### config.mk
export PLATFORM = sky130hd
export DESIGN_NAME = segdec_top
export DESIGN_NICKNAME = d
export VERILOG_FILES = /design/src/rtl/segdec_pkg.sv /design/src/rtl/segdec_regfile.sv /design/src/rtl/segdec_match.sv /design/src/rtl/segdec_pick.sv /design/src/rtl/segdec_top.sv
export SDC_FILE = /design/constraint.sdc
export NUM_CORES = 1
export LEC_CHECK = 0
export ABC_AREA = 0
export CORE_UTILIZATION = 40
export CTS_BUF_LIST = sky130_fd_sc_hd__clkbuf_16
export CTS_CLUSTER_SIZE = 25
export DETAILED_ROUTE_END_ITERATION = 8
export PLACE_DENSITY = 0.7
export SKIP_CTS_REPAIR_TIMING = 1
export SLEW_MARGIN = 20
export SYNTH_ARGS = -nofsm -noshare
export SYNTH_HDL_FRONTEND = slang
export SYNTH_HIERARCHICAL = 1
export SYNTH_SLANG_ARGS = --single-unit
### constraint.sdc
create_clock -name clk -period 6.2 [get_ports clk]
set_clock_uncertainty 0.15 [all_clocks]
set_input_delay 1.24 -clock clk [delete_from_list [all_inputs] [get_ports clk]]
set_output_delay 1.24 -clock clk [all_outputs]
set_load 0.005 [all_outputs]
### src/rtl/segdec_pkg.sv
// Package: shared constants, the bound-pair type and reset-default lookups
// for the chip-select window decoder. Assumes the bounds use 8 MB units.
package segdec_pkg;

    localparam int FIELD_W  = 8;
    localparam int UNIT_LSB = 23;

    typedef logic [FIELD_W-1:0] unit_t;

    // Packed so that lim lands in [31:24] and base in [23:16] when shifted up.
    typedef struct packed {
        unit_t lim;
        unit_t base;
    } seg_t;

    // Reset low bound per chip select.
    function automatic unit_t dflt_base(input int idx);
        case (idx)
            0:       return 8'h40;
            1:       return 8'h50;
            2:       return 8'h54;
            default: return 8'h00;
        endcase
    endfunction

    // Reset high bound per chip select.
    function automatic unit_t dflt_lim(input int idx);
        case (idx)
            0:       return 8'h60;
            1:       return 8'h54;
            2:       return 8'h58;
            default: return 8'h00;
        endcase
    endfunction

endpackage

### src/rtl/segdec_regfile.sv
// Segment register file. Holds one low/high bound pair per chip select.
// The low bound of select 0 and the high bound of the last select are
// constants. Writes to index values at or above NUM_CS touch nothing.
// The register named by idx is presented combinationally on rdata.
module segdec_regfile
    import segdec_pkg::*;
#(
    parameter int NUM_CS = 3,
    parameter int IDX_W  = 2,
    parameter int DATA_W = 32
) (
    input  logic                  clk,
    input  logic                  rst_n,
    input  logic                  wr,
    input  logic [IDX_W-1:0]      idx,
    input  logic [DATA_W-1:0]     wdata,
    output seg_t [NUM_CS-1:0]     segs,
    output logic [DATA_W-1:0]     rdata
);

    localparam int BASE_LSB = 16;
    localparam int LIM_LSB  = BASE_LSB + FIELD_W;

    for (genvar i = 0; i < NUM_CS; i++) begin : g_seg
        logic sel_w;
        assign sel_w = wr && (idx == IDX_W'(i));

        if (i == 0) begin : g_base_fixed
            assign segs[i].base = dflt_base(i);
        end else begin : g_base_rw
            unit_t base_q;
            // Programmable low bound with reset default.
            always_ff @(posedge clk) begin
                if (!rst_n)
                    base_q <= dflt_base(i);
                else if (sel_w)
                    base_q <= wdata[BASE_LSB +: FIELD_W];
            end
            assign segs[i].base = base_q;
        end

        if (i == NUM_CS - 1) begin : g_lim_fixed
            assign segs[i].lim = dflt_lim(i);
        end else begin : g_lim_rw
            unit_t lim_q;
            // Programmable high bound with reset default.
            always_ff @(posedge clk) begin
                if (!rst_n)
                    lim_q <= dflt_lim(i);
                else if (sel_w)
                    lim_q <= wdata[LIM_LSB +: FIELD_W];
            end
            assign segs[i].lim = lim_q;
        end
    end

    // Read mux: indexed bound pair in the upper half, reserved bits zero.
    always_comb begin
        rdata = '0;
        for (int i = 0; i < NUM_CS; i++) begin
            if (idx == IDX_W'(i))
                rdata[BASE_LSB +: 2*FIELD_W] = segs[i];
        end
    end

endmodule

### src/rtl/segdec_match.sv
// Window comparators. One half-open range test per chip select on the
// 8 MB unit index taken from the address. Address bits above the unit
// field are not looked at.
module segdec_match
    import segdec_pkg::*;
#(
    parameter int NUM_CS = 3,
    parameter int ADDR_W = 32
) (
    input  seg_t [NUM_CS-1:0]  segs,
    input  logic [ADDR_W-1:0]  addr,
    output logic [NUM_CS-1:0]  hit
);

    unit_t unit;
    assign unit = addr[UNIT_LSB +: FIELD_W];

    for (genvar i = 0; i < NUM_CS; i++) begin : g_cmp
        // Low bound inclusive, high bound exclusive.
        assign hit[i] = (unit >= segs[i].base) && (unit < segs[i].lim);
    end

endmodule

### src/rtl/segdec_pick.sv
// Priority pick. The highest-numbered matching select wins. Produces the
// one-hot select, the miss flag and the offset from the winning low bound.
module segdec_pick
    import segdec_pkg::*;
#(
    parameter int NUM_CS = 3,
    parameter int ADDR_W = 32,
    parameter int OFF_W  = UNIT_LSB + FIELD_W
) (
    input  seg_t [NUM_CS-1:0]  segs,
    input  logic [ADDR_W-1:0]  addr,
    input  logic [NUM_CS-1:0]  hit,
    output logic [NUM_CS-1:0]  sel,
    output logic               miss,
    output logic [OFF_W-1:0]   offset
);

    unit_t win_base;
    unit_t unit;
    assign unit = addr[UNIT_LSB +: FIELD_W];

    // Ascending scan; later matches overwrite earlier ones.
    always_comb begin
        sel      = '0;
        win_base = '0;
        for (int i = 0; i < NUM_CS; i++) begin
            if (hit[i]) begin
                sel      = '0;
                sel[i]   = 1'b1;
                win_base = segs[i].base;
            end
        end
    end

    assign miss = (hit == '0);

    // Offset: unit difference above the in-unit byte bits; zero on a miss.
    always_comb begin
        if (miss)
            offset = '0;
        else
            offset = {unit - win_base, addr[UNIT_LSB-1:0]};
    end

endmodule

### src/rtl/segdec_top.sv
// Chip-select address window decoder top. Register port programs the
// windows. Each valid access is decoded with the current window settings
// and the result is registered, so it appears one cycle later.
// Assumes a synchronous active-low reset and three or more selects.
module segdec_top
    import segdec_pkg::*;
#(
    parameter int NUM_CS = 3,
    parameter int ADDR_W = 32,
    parameter int DATA_W = 32,
    localparam int IDX_W = $clog2(NUM_CS),
    localparam int OFF_W = UNIT_LSB + FIELD_W
) (
    input  logic               clk,
    input  logic               rst_n,
    input  logic               bus_valid,
    input  logic [ADDR_W-1:0]  bus_addr,
    input  logic               reg_wr,
    input  logic [IDX_W-1:0]   reg_idx,
    input  logic [DATA_W-1:0]  reg_wdata,
    output logic [DATA_W-1:0]  reg_rdata,
    output logic               rsp_valid,
    output logic [NUM_CS-1:0]  rsp_cs,
    output logic               rsp_miss,
    output logic [OFF_W-1:0]   rsp_offset
);

    seg_t [NUM_CS-1:0] segs;
    logic [NUM_CS-1:0] hit;
    logic [NUM_CS-1:0] sel;
    logic              miss;
    logic [OFF_W-1:0]  offset;

    segdec_regfile #(
        .NUM_CS (NUM_CS),
        .IDX_W  (IDX_W),
        .DATA_W (DATA_W)
    ) u_regs (
        .clk   (clk),
        .rst_n (rst_n),
        .wr    (reg_wr),
        .idx   (reg_idx),
        .wdata (reg_wdata),
        .segs  (segs),
        .rdata (reg_rdata)
    );

    segdec_match #(
        .NUM_CS (NUM_CS),
        .ADDR_W (ADDR_W)
    ) u_match (
        .segs (segs),
        .addr (bus_addr),
        .hit  (hit)
    );

    segdec_pick #(
        .NUM_CS (NUM_CS),
        .ADDR_W (ADDR_W),
        .OFF_W  (OFF_W)
    ) u_pick (
        .segs   (segs),
        .addr   (bus_addr),
        .hit    (hit),
        .sel    (sel),
        .miss   (miss),
        .offset (offset)
    );

    // Response register; everything clears when no access is present.
    always_ff @(posedge clk) begin
        if (!rst_n || !bus_valid) begin
            rsp_valid  <= 1'b0;
            rsp_cs     <= '0;
            rsp_miss   <= 1'b0;
            rsp_offset <= '0;
        end else begin
            rsp_valid  <= 1'b1;
            rsp_cs     <= sel;
            rsp_miss   <= miss;
            rsp_offset <= offset;
        end
    end

endmodule

# == Word level (Yosys, flattened, before mapping) ==
# Index checks and enable logic that the tools add are counted.
# word_totals
regBits,68
input_bits,70
out_inout_bits,68
elab_cells,43
# op_classes
addsub,1
magnitude_cmp,6
eq_ne,2
mux,10
n_reduce_logical,14
# ops
cell,n
2-to-1 mux 16 bit,3
>= comparator 8 bit,2
less-than comparator 8 bit,2
2-to-1 mux 8 bit,2
>= comparator 8 x 7 -> 1 bit (second input constant),1
less-than comparator 8 x 7 -> 1 bit (second input constant),1
subtractor 8 bit,1
2-to-1 mux 7 bit,1
logical AND 1 bit,6
OR reduction 2 bit,2
logical NOT 3 bit,1
2-to-1 mux 3 bit,1
OR reduction 3 bit,1
== test 2 x 1 -> 1 bit (second input constant),1
== test 2 bit (second input constant),1
logical NOT 1 bit,2
logical NOT 2 bit,1
2-to-1 mux 1 bit,2
2-to-1 mux 2 bit,1
logical OR 1 bit,1

# == Logic depth before layout (Yosys ltp) ==
# Gate-level depths: netlist of the first run.
# depth
word_depth,6
depth_mapped,19
ltp_nobuf,17

# == Modules after synthesis ==
# The synthesis of the first run kept the hierarchy.
# by_module_without_submodules
module,n_inst,cells_per_inst,area_per_inst_um2,seq_area_each_um2
segdec_regfile,1,199,1767.9,640.6
segdec_match,1,149,1144.8,0.0
segdec_top,1,78,1003.5,720.7
segdec_pick,1,105,696.9,0.0

# == Worst setup path before layout of the first run ==
# No wires, ideal clock.
# synth_timing
path_kind,in2reg
start,input bus_addr[23]
end,register rsp_offset[29]
setup_time_ps,59
t_arrival_ps,4171
required_ps,5991
slack_ps,1820
cell_stages,16
n_path_buf,1
cell_sequence,inv_1 ha_1 nand2b_4 a2111oi_4 nand4b_1 a211oi_2 clkbuf_1 o21ai_0 ha_1 fa_1 nor2b_1 o21ai_0 a21boi_0 nand4b_1 o311ai_1 and3_2
# synth_between
word_cells_on_any_way,15
classes_between,1 x add/sub; 6 x order compare; 3 x mux; 5 x reduce/logical
# synth_lines
item,line,rtl
from (decl),segdec_top.sv:17,"input logic [ADDR_W-1:0] bus_addr,"
>= comparator 8 bit or less-than comparator 8 x 7 -> 1 bit (tied branches),segdec_match.sv:20,assign hit[i] = (unit >= segs[i].base) && (unit < segs[i].lim);
logical AND 1 bit (*),segdec_match.sv:20,
via hit[2],segdec_top.sv:29,logic [NUM_CS-1:0] hit;
2-to-1 mux 8 bit or logical NOT 3 bit (tied branches),"segdec_pick.sv:27, segdec_pick.sv:35",
subtractor 8 bit or OR reduction 2 bit (tied branches),--,
to (signal assigned),segdec_top.sv:81,rsp_offset <= offset;
to (decl),segdec_top.sv:25,output logic [OFF_W-1:0] rsp_offset
# The timed path passes the listed nets; every way through them passes the cells marked *.
# A chain may end at the register's enable or synchronous reset.

# == Final worst setup path of the first run ==
# layout_timing
start,input bus_addr[28]
end,register rsp_offset[29]
# layout_between
word_cells_on_any_way,15
classes_between,1 x add/sub; 6 x order compare; 3 x mux; 5 x reduce/logical
# layout_lines
item,line,rtl
>= comparator 8 bit or less-than comparator 8 bit (tied branches),segdec_match.sv:20,
logical AND 1 bit (*),segdec_match.sv:20,
via hit[1],segdec_top.sv:29,
2-to-1 mux 8 bit (2 in a row),segdec_pick.sv:27,if (hit[i]) begin
subtractor 8 bit,segdec_pick.sv:42,"offset = {unit - win_base, addr[UNIT_LSB-1:0]};"
# Marked as above.

==> results.json, run 1 <==
{
  "status": "complete, no violations",
  "period_minus_slack_ns": 4.96,
  "core_area_sq_um": 11000,
  "ys_seq_area_share_pct": 29.5,
  "vias": 3817,
  "die_h_um": 109,
  "postRouteAntennaNets": 0,
  "clk_pin_slew_worst_paths_ns": 0.05,
  "setup_viol": 0,
  "routed_wirelength_um": 11100,
  "cts.sinks": 68,
  "hp-class": "flop to flop",
  "gp_congestion": 0.928,
  "final_nets": 748,
  "wire_per_inst_um": 14.4,
  "synthTopCellsByArea": "dfxtp_1 30%, ha_1 14%, mux2i_1 7.2%, buf_4 5.7%, inv_1 4.3%",
  "crit_path_max_fanout": 12,
  "syn_avg_cell_area_sq_um": 8.69,
  "worstPathRequired_ns": 6.32,
  "synth_edf_count": 0,
  "start_util_pct": 41.8,
  "die_area_sq_um": 12000,
  "synthToLayoutAreaGrowth_pct": 27.6,
  "leakage_nw": 2.71,
  "startpoint_type": "input pin",
  "pin_count": 138,
  "grt_antenna_before_repair": 0,
  "drive_gt1_share_pct": 6.36,
  "drtIter0Drc": 226,
  "cp-end-kind": "flop",
  "placed_cells": 753,
  "critPathKind": "input pin to flop",
  "totalNegativeSetupSlack_ns": 0,
  "cpPeakStageDelay_ns": 0.69,
  "p_per_area_nw_per_um2": 218,
  "via_per_inst": 4.96,
  "synth_cell_types": 57,
  "grt.total_usage_pct": 19.1,
  "remaining_drc_errors": 0,
  "peakVddDrop_mv": 0.151,
  "synthArstFlopShare_pct": 0,
  "synth_top_area_cell": "dfxtp_1",
  "synth_top_cell_area_share_pct": 29.5,
  "fmax_mhz": 202,
  "port_buffers": 104,
  "cts_buffer_depth": 2,
  "h-tree-depth": 3,
  "hold_viol_final": 0,
  "grt_max_degree": 85,
  "ys_warn_count": 6,
  "die_w_um": 109,
  "grt_setup_unrepaired": "false",
  "cp_cell_sequence": "clkdlybuf4s50_1 -> ha_1 -> and4_1 -> a221oi_1 -> a21oi_1 -> buf_4 -> a22oi_1 -> o21ai_0 -> ha_1 -> fa_1 -> nor2b_1 -> o21ai_0 -> a21boi_0 -> nand4b_1 -> o311ai_1 -> and3_2",
  "max_cap_viol_count": 0,
  "dr.pass1.iters": 4,
  "final_area_sq_um": 5890,
  "ys_seq_elements": 68,
  "clkLatencyLatePin_ns": 0.33,
  "grt_pass1_vias": 3691,
  "relSlewSlack_pct": 36.6,
  "synthCells": 531,
  "placedInstanceArea_sq_um": 5600,
  "stdcell_count": 769,
  "place_hpwl_um": 8400,
  "cp.arrival_ns": 5.08,
  "cts_root_buffer": "clkbuf_16",
  "num_antenna_cells": 0,
  "synthFlopType": "dfxtp_1",
  "synth_area_sq_um": 4610,
  "row_count": 38,
  "gr-total-overflow": 0,
  "cp_slowest_cell": "clkdlybuf4s50_1",
  "grt_first_pass_wirelength_um": 17600,
  "slew_violations": 0,
  "worst_pin_slew_ns": 0.947,
  "tritoncts.num_buffers": 9,
  "cts_tree": "yes",
  "fin_crit_sh_pct": 79.9
}
## cells by family (layout without fill, tap and decap cells)
family | after synthesis | count (layout) | share of synthesized area (%)
multiplexers | 33 | 33 | 7.16
adder cells (fa/ha/maj) | 54 | 54 | 14.8
XOR/XNOR | 2 | 2 | 0.380
flip-flops | 68 | 68 | 29.5
AND/OR/NAND/NOR | 181 | 181 | 22.1
buffers and inverters | 114 | 182 | 13.2
AO/OA/AOI/OAI | 77 | 77 | 12.7
other | 2 | 32 | 0.163
## critical path: cells and delay by family
kind	cells	cell delay [ns]
buf+inv	2	0.89
simple gates	4	0.74
compound gates	7	1.30
fa+ha+maj	3	0.92
## sequential cells by signal, indices dropped and copies added, names as in the netlist
register,flops
rsp_miss,1
rsp_valid,1
rsp_offset,31
rsp_cs,3
u_regs/g_seg.g_lim_rw.lim_q,16
u_regs/g_seg.g_base_rw.base_q,16
## final cells by class
cell class	count	area, sq um
clock buffers	9	225
inverters	54	208
fillers	1057	5140
repair buffers	112	1100
clock inverters	7	67.6
multi-input cells	379	2760
well taps	140	175
flip-flops and latches	68	1360
## cells in the final DEF, fill, tap and decap left out, types with 5 or more instances in the layout
cell type	instances
clkdlybuf4s50_1	103
dfxtp_1	68
inv_1	54
ha_1	53
nand2_1	48
mux2i_1	33
conb_1	32
and3_1	31
and2_1	23
nor2_1	21
nor2b_1	18
o21ai_0	17
a21oi_1	11
clkbuf_16	9
buf_4	8
nor3_1	7
a22o_1	7
and3_2	6
nand4b_1	6
a221o_1	5
## worst paths after layout
kind	from	to	slack, ns	depth (start not counted)
worst max-delay path	bus_addr[28]	rsp_offset[29]	1.24	16
worst min-delay path	u_regs/g_seg[1].g_lim_rw.lim_q[0]	u_regs/g_seg[1].g_lim_rw.lim_q[0]	0.33	2
worst max register to register	u_regs/g_seg[1].g_base_rw.base_q[6]	rsp_offset[29]	2.38	16
worst min register to register	u_regs/g_seg[1].g_lim_rw.lim_q[0]	u_regs/g_seg[1].g_lim_rw.lim_q[0]	0.33	2
## power by group
part / internal, mW / total, mW / leakage (nW) / switching, mW
registers: 0.459 / 0.471 / 0.554 / 0.0122
clock network: 0.309 / 0.500 / 0.143 / 0.190
logic: 0.164 / 0.316 / 2.01 / 0.152
## per-stage QoR
stage	setup WS (ns)	power (mW)	hold WS, ns	util (%)
floorplan	1.82	0.687	0.293	-
global placement	0.982	0.784	0.313	50.7
global route	0.996	1.36	0.355	53.4
finish	1.24	1.29	0.330	53.4
detailed placement	0.904	0.794	0.323	50.7
CTS	1.26	1.30	0.332	53.4
## synthesized netlist by cell type (3+ instances only)
| cell type | number |
|---|---|
| nor3_1 | 7 |
| a21o_1 | 3 |
| nor2b_1 | 18 |
| a221o_1 | 5 |
| o211ai_1 | 4 |
| o21a_1 | 3 |
| and2_1 | 23 |
| and3_2 | 6 |
| nor2_1 | 21 |
| a221oi_1 | 3 |
| a22o_1 | 7 |
| buf_4 | 35 |
| inv_1 | 53 |
| a21oi_1 | 11 |
| and3_1 | 31 |
| o2bb2ai_1 | 3 |
| nand4b_1 | 6 |
| nand3b_1 | 3 |
| clkbuf_1 | 9 |
| nand2b_1 | 4 |
| ha_1 | 53 |
| nand2_1 | 48 |
| mux2i_1 | 33 |
| buf_6 | 4 |
| buf_2 | 11 |
| o21ai_0 | 17 |
| dfxtp_1 | 68 |
## routing by layer
layer	vias to the layer above	part of all wire, %	GRT usage [%]
met2	128	49	34.4
met5	-	0	0
met4	0	1.9	7.24
li1	1930	-	-
met1	1746	42	21.6
met3	13	7.0	4.80
Note: power is estimated with default switching activity, not from simulation.
==> run 2: changes to the inputs <==
clock period = 4.75 ns   (was 6.2 ns; I/O delays follow)
==> run 2 against run 1 <==
- global-route usage grew 0.17 points
- cell area grew 3.7%
- hold slack lost 0.00054 ns
- sequential cell count is the same
- combinational power grew 39%
- sequential share of layout area shrank 0.82 points
- non-clock buffer count grew 24
- total power grew 37%
- utilization grew 2.0 points
- wire length is essentially flat
- die area is the same
- critical path type unchanged
- largest cell class unchanged
- largest power group unchanged
==> results.json, run 2 (synthesis gave the netlist of run 1 again) <==
{
  "status": "complete, no violations",
  "cp-end-kind": "flop",
  "largest_registers": "rsp_offset (31), u_regs/g_seg.g_lim_rw.lim_q (16), u_regs/g_seg.g_base_rw.base_q (16)",
  "slew_violations": 0,
  "fmax_mhz": 230,
  "die_w_um": 109,
  "synthToLayoutAreaGrowth_pct": 32.4,
  "cell_internal_pwr_mw": 1.30,
  "pwr-share-comb_pct": 24.9,
  "grt.total_usage_pct": 19.3,
  "p_clk_share_pct": 40.3,
  "remaining_drc_errors": 0,
  "worstPathRequired_ns": 4.87,
  "start_util_pct": 41.8,
  "largest_reg_flops": 31,
  "clk_pin_slew_worst_paths_ns": 0.06,
  "die_h_um": 109,
  "drtIter0Drc": 211,
  "place_ws_ns": 0.0378,
  "postLayoutSetupSlackWorst_ns": 0.406,
  "place_hpwl_um": 8700,
  "cpPeakStageDelay_ns": 0.57,
  "swShare_pct": 26.4,
  "worst_pin_slew_ns": 0.892,
  "period_minus_slack_ns": 4.34,
  "most-common-layout-cells": "102 x clkdlybuf4s50_1, 68 x dfxtp_1, 53 x inv_1, 53 x ha_1, 48 x nand2_1",
  "row_count": 38,
  "tritoncts.num_buffers": 9,
  "grt_antenna_before_repair": 0,
  "pin_count": 138,
  "top_register": "rsp_offset",
  "setup_viol": 0,
  "cts_tree": "yes",
  "cts.sinks": 68,
  "cp_slowest_cell": "clkdlybuf4s50_1",
  "port_buffers": 104,
  "drive_gt1_share_pct": 10.1,
  "grt_setup_unrepaired": "false",
  "peakVddDrop_mv": 0.255,
  "hold_viol_final": 0,
  "multi_input_area_sq_um": 2760,
  "leakage_nw": 2.85,
  "seqCellArea_sq_um": 1360,
  "postRouteAntennaNets": 0,
  "num_antenna_cells": 0,
  "crit_path_max_fanout": 4,
  "fin_crit_sh_pct": 91.4,
  "cts_buffer_depth": 2,
  "final_nets": 772,
  "grt_max_degree": 44,
  "core_area_sq_um": 11000,
  "h-tree-depth": 3,
  "whs_ns": 0.330,
  "n_fill_cell": 1006,
  "rrSetupSlack_ns": 1.02,
  "routed_wirelength_um": 11100,
  "final_common_cell": "clkdlybuf4s50_1",
  "wire_per_inst_um": 14.0,
  "p_seq_share_pct": 34.8,
  "relSlewSlack_pct": 40.3,
  "cp.arrival_ns": 4.46,
  "dr.pass1.iters": 4,
  "gr-total-overflow": 0,
  "via_per_inst": 4.90,
  "grt_first_pass_wirelength_um": 17800,
  "p_per_area_nw_per_um2": 289,
  "cp_cell_sequence": "clkdlybuf4s50_1 -> ha_1 -> a21oi_1 -> nand2_1 -> a221oi_1 -> a21oi_2 -> buf_4 -> a22oi_1 -> o21ai_0 -> ha_1 -> fa_1 -> nor2b_1 -> o21ai_0 -> a21boi_0 -> buf_4 -> nand4b_1 -> o311ai_1 -> and3_2",
  "gp_congestion": 0.890,
  "cts_root_buffer": "clkbuf_16",
  "max_cap_viol_count": 0,
  "grt_pass1_vias": 3685,
  "critPathKind": "input pin to flop",
  "hp-class": "flop to flop",
  "p_sw_uw": 466,
  "vias": 3889,
  "startpoint_type": "input pin",
  "clkLatencyLatePin_ns": 0.33,
  "totalNegativeSetupSlack_ns": 0,
  "die_area_sq_um": 12000,
  "fin_util_pct": 55.4
}
[run 2: area by class of cell]
cell class	count	share of cell area (%)
multi-input combinational	379	45.2
sequential	68	22.3
timing repair buffer	136	20.9
clock buffer	9	3.69
inverter	54	3.40
tap	140	2.87
clock inverter	7	1.62
[run 2: layer usage]
metal | GRT usage [%] | part of all wire [%] | up-vias | wire, um
met1 | 23.2 | 44 | 1781 | 4880
met3 | 4.92 | 6.7 | 2 | 745
met4 | 4.57 | 0.17 | 0 | 19
met5 | 0 | 0 | - | 0
li1 | - | - | 1987 | -
met2 | 34.2 | 49 | 119 | 5460
[run 2: final timing paths]
check / start / endpoint / depth (start not counted)
max: bus_addr[29] / rsp_offset[29] / 18
min: u_regs/g_seg[1].g_lim_rw.lim_q[1] / u_regs/g_seg[1].g_lim_rw.lim_q[1] / 2
max reg2reg: u_regs/g_seg[1].g_base_rw.base_q[5] / rsp_offset[29] / 17
min reg2reg: u_regs/g_seg[1].g_lim_rw.lim_q[1] / u_regs/g_seg[1].g_lim_rw.lim_q[1] / 2
[run 2: critical path: cells and delay by family]
family | cells | cell delay, ns
and+or+nand+nor | 4 | 0.51
AOI/OAI and AO/OA | 8 | 1.26
buffers and inverters | 3 | 0.85
adders and majority gates | 3 | 0.89
[run 2: stage by stage]
| stage | total power, mW | cell area, sq um | cells |
|---|---|---|---|
| after floorplan | 0.897 | 4730 | 561 |
| final | 1.77 | 6110 | 793 |
| after detailed placement | 1.07 | 5780 | 777 |
| after CTS | 1.79 | 6100 | 793 |
| after global placement | 1.06 | 5780 | 777 |
| after global routing | 1.87 | 6110 | 793 |
[run 2: power by group through the flow]
stage	sequential [mW]	combinational (mW)	clock (mW)
floorplan	0.625	0.272	0
global placement	0.627	0.429	0
detailed placement	0.628	0.438	0
CTS	0.616	0.441	0.729
global route	0.618	0.494	0.755
finish	0.615	0.439	0.712
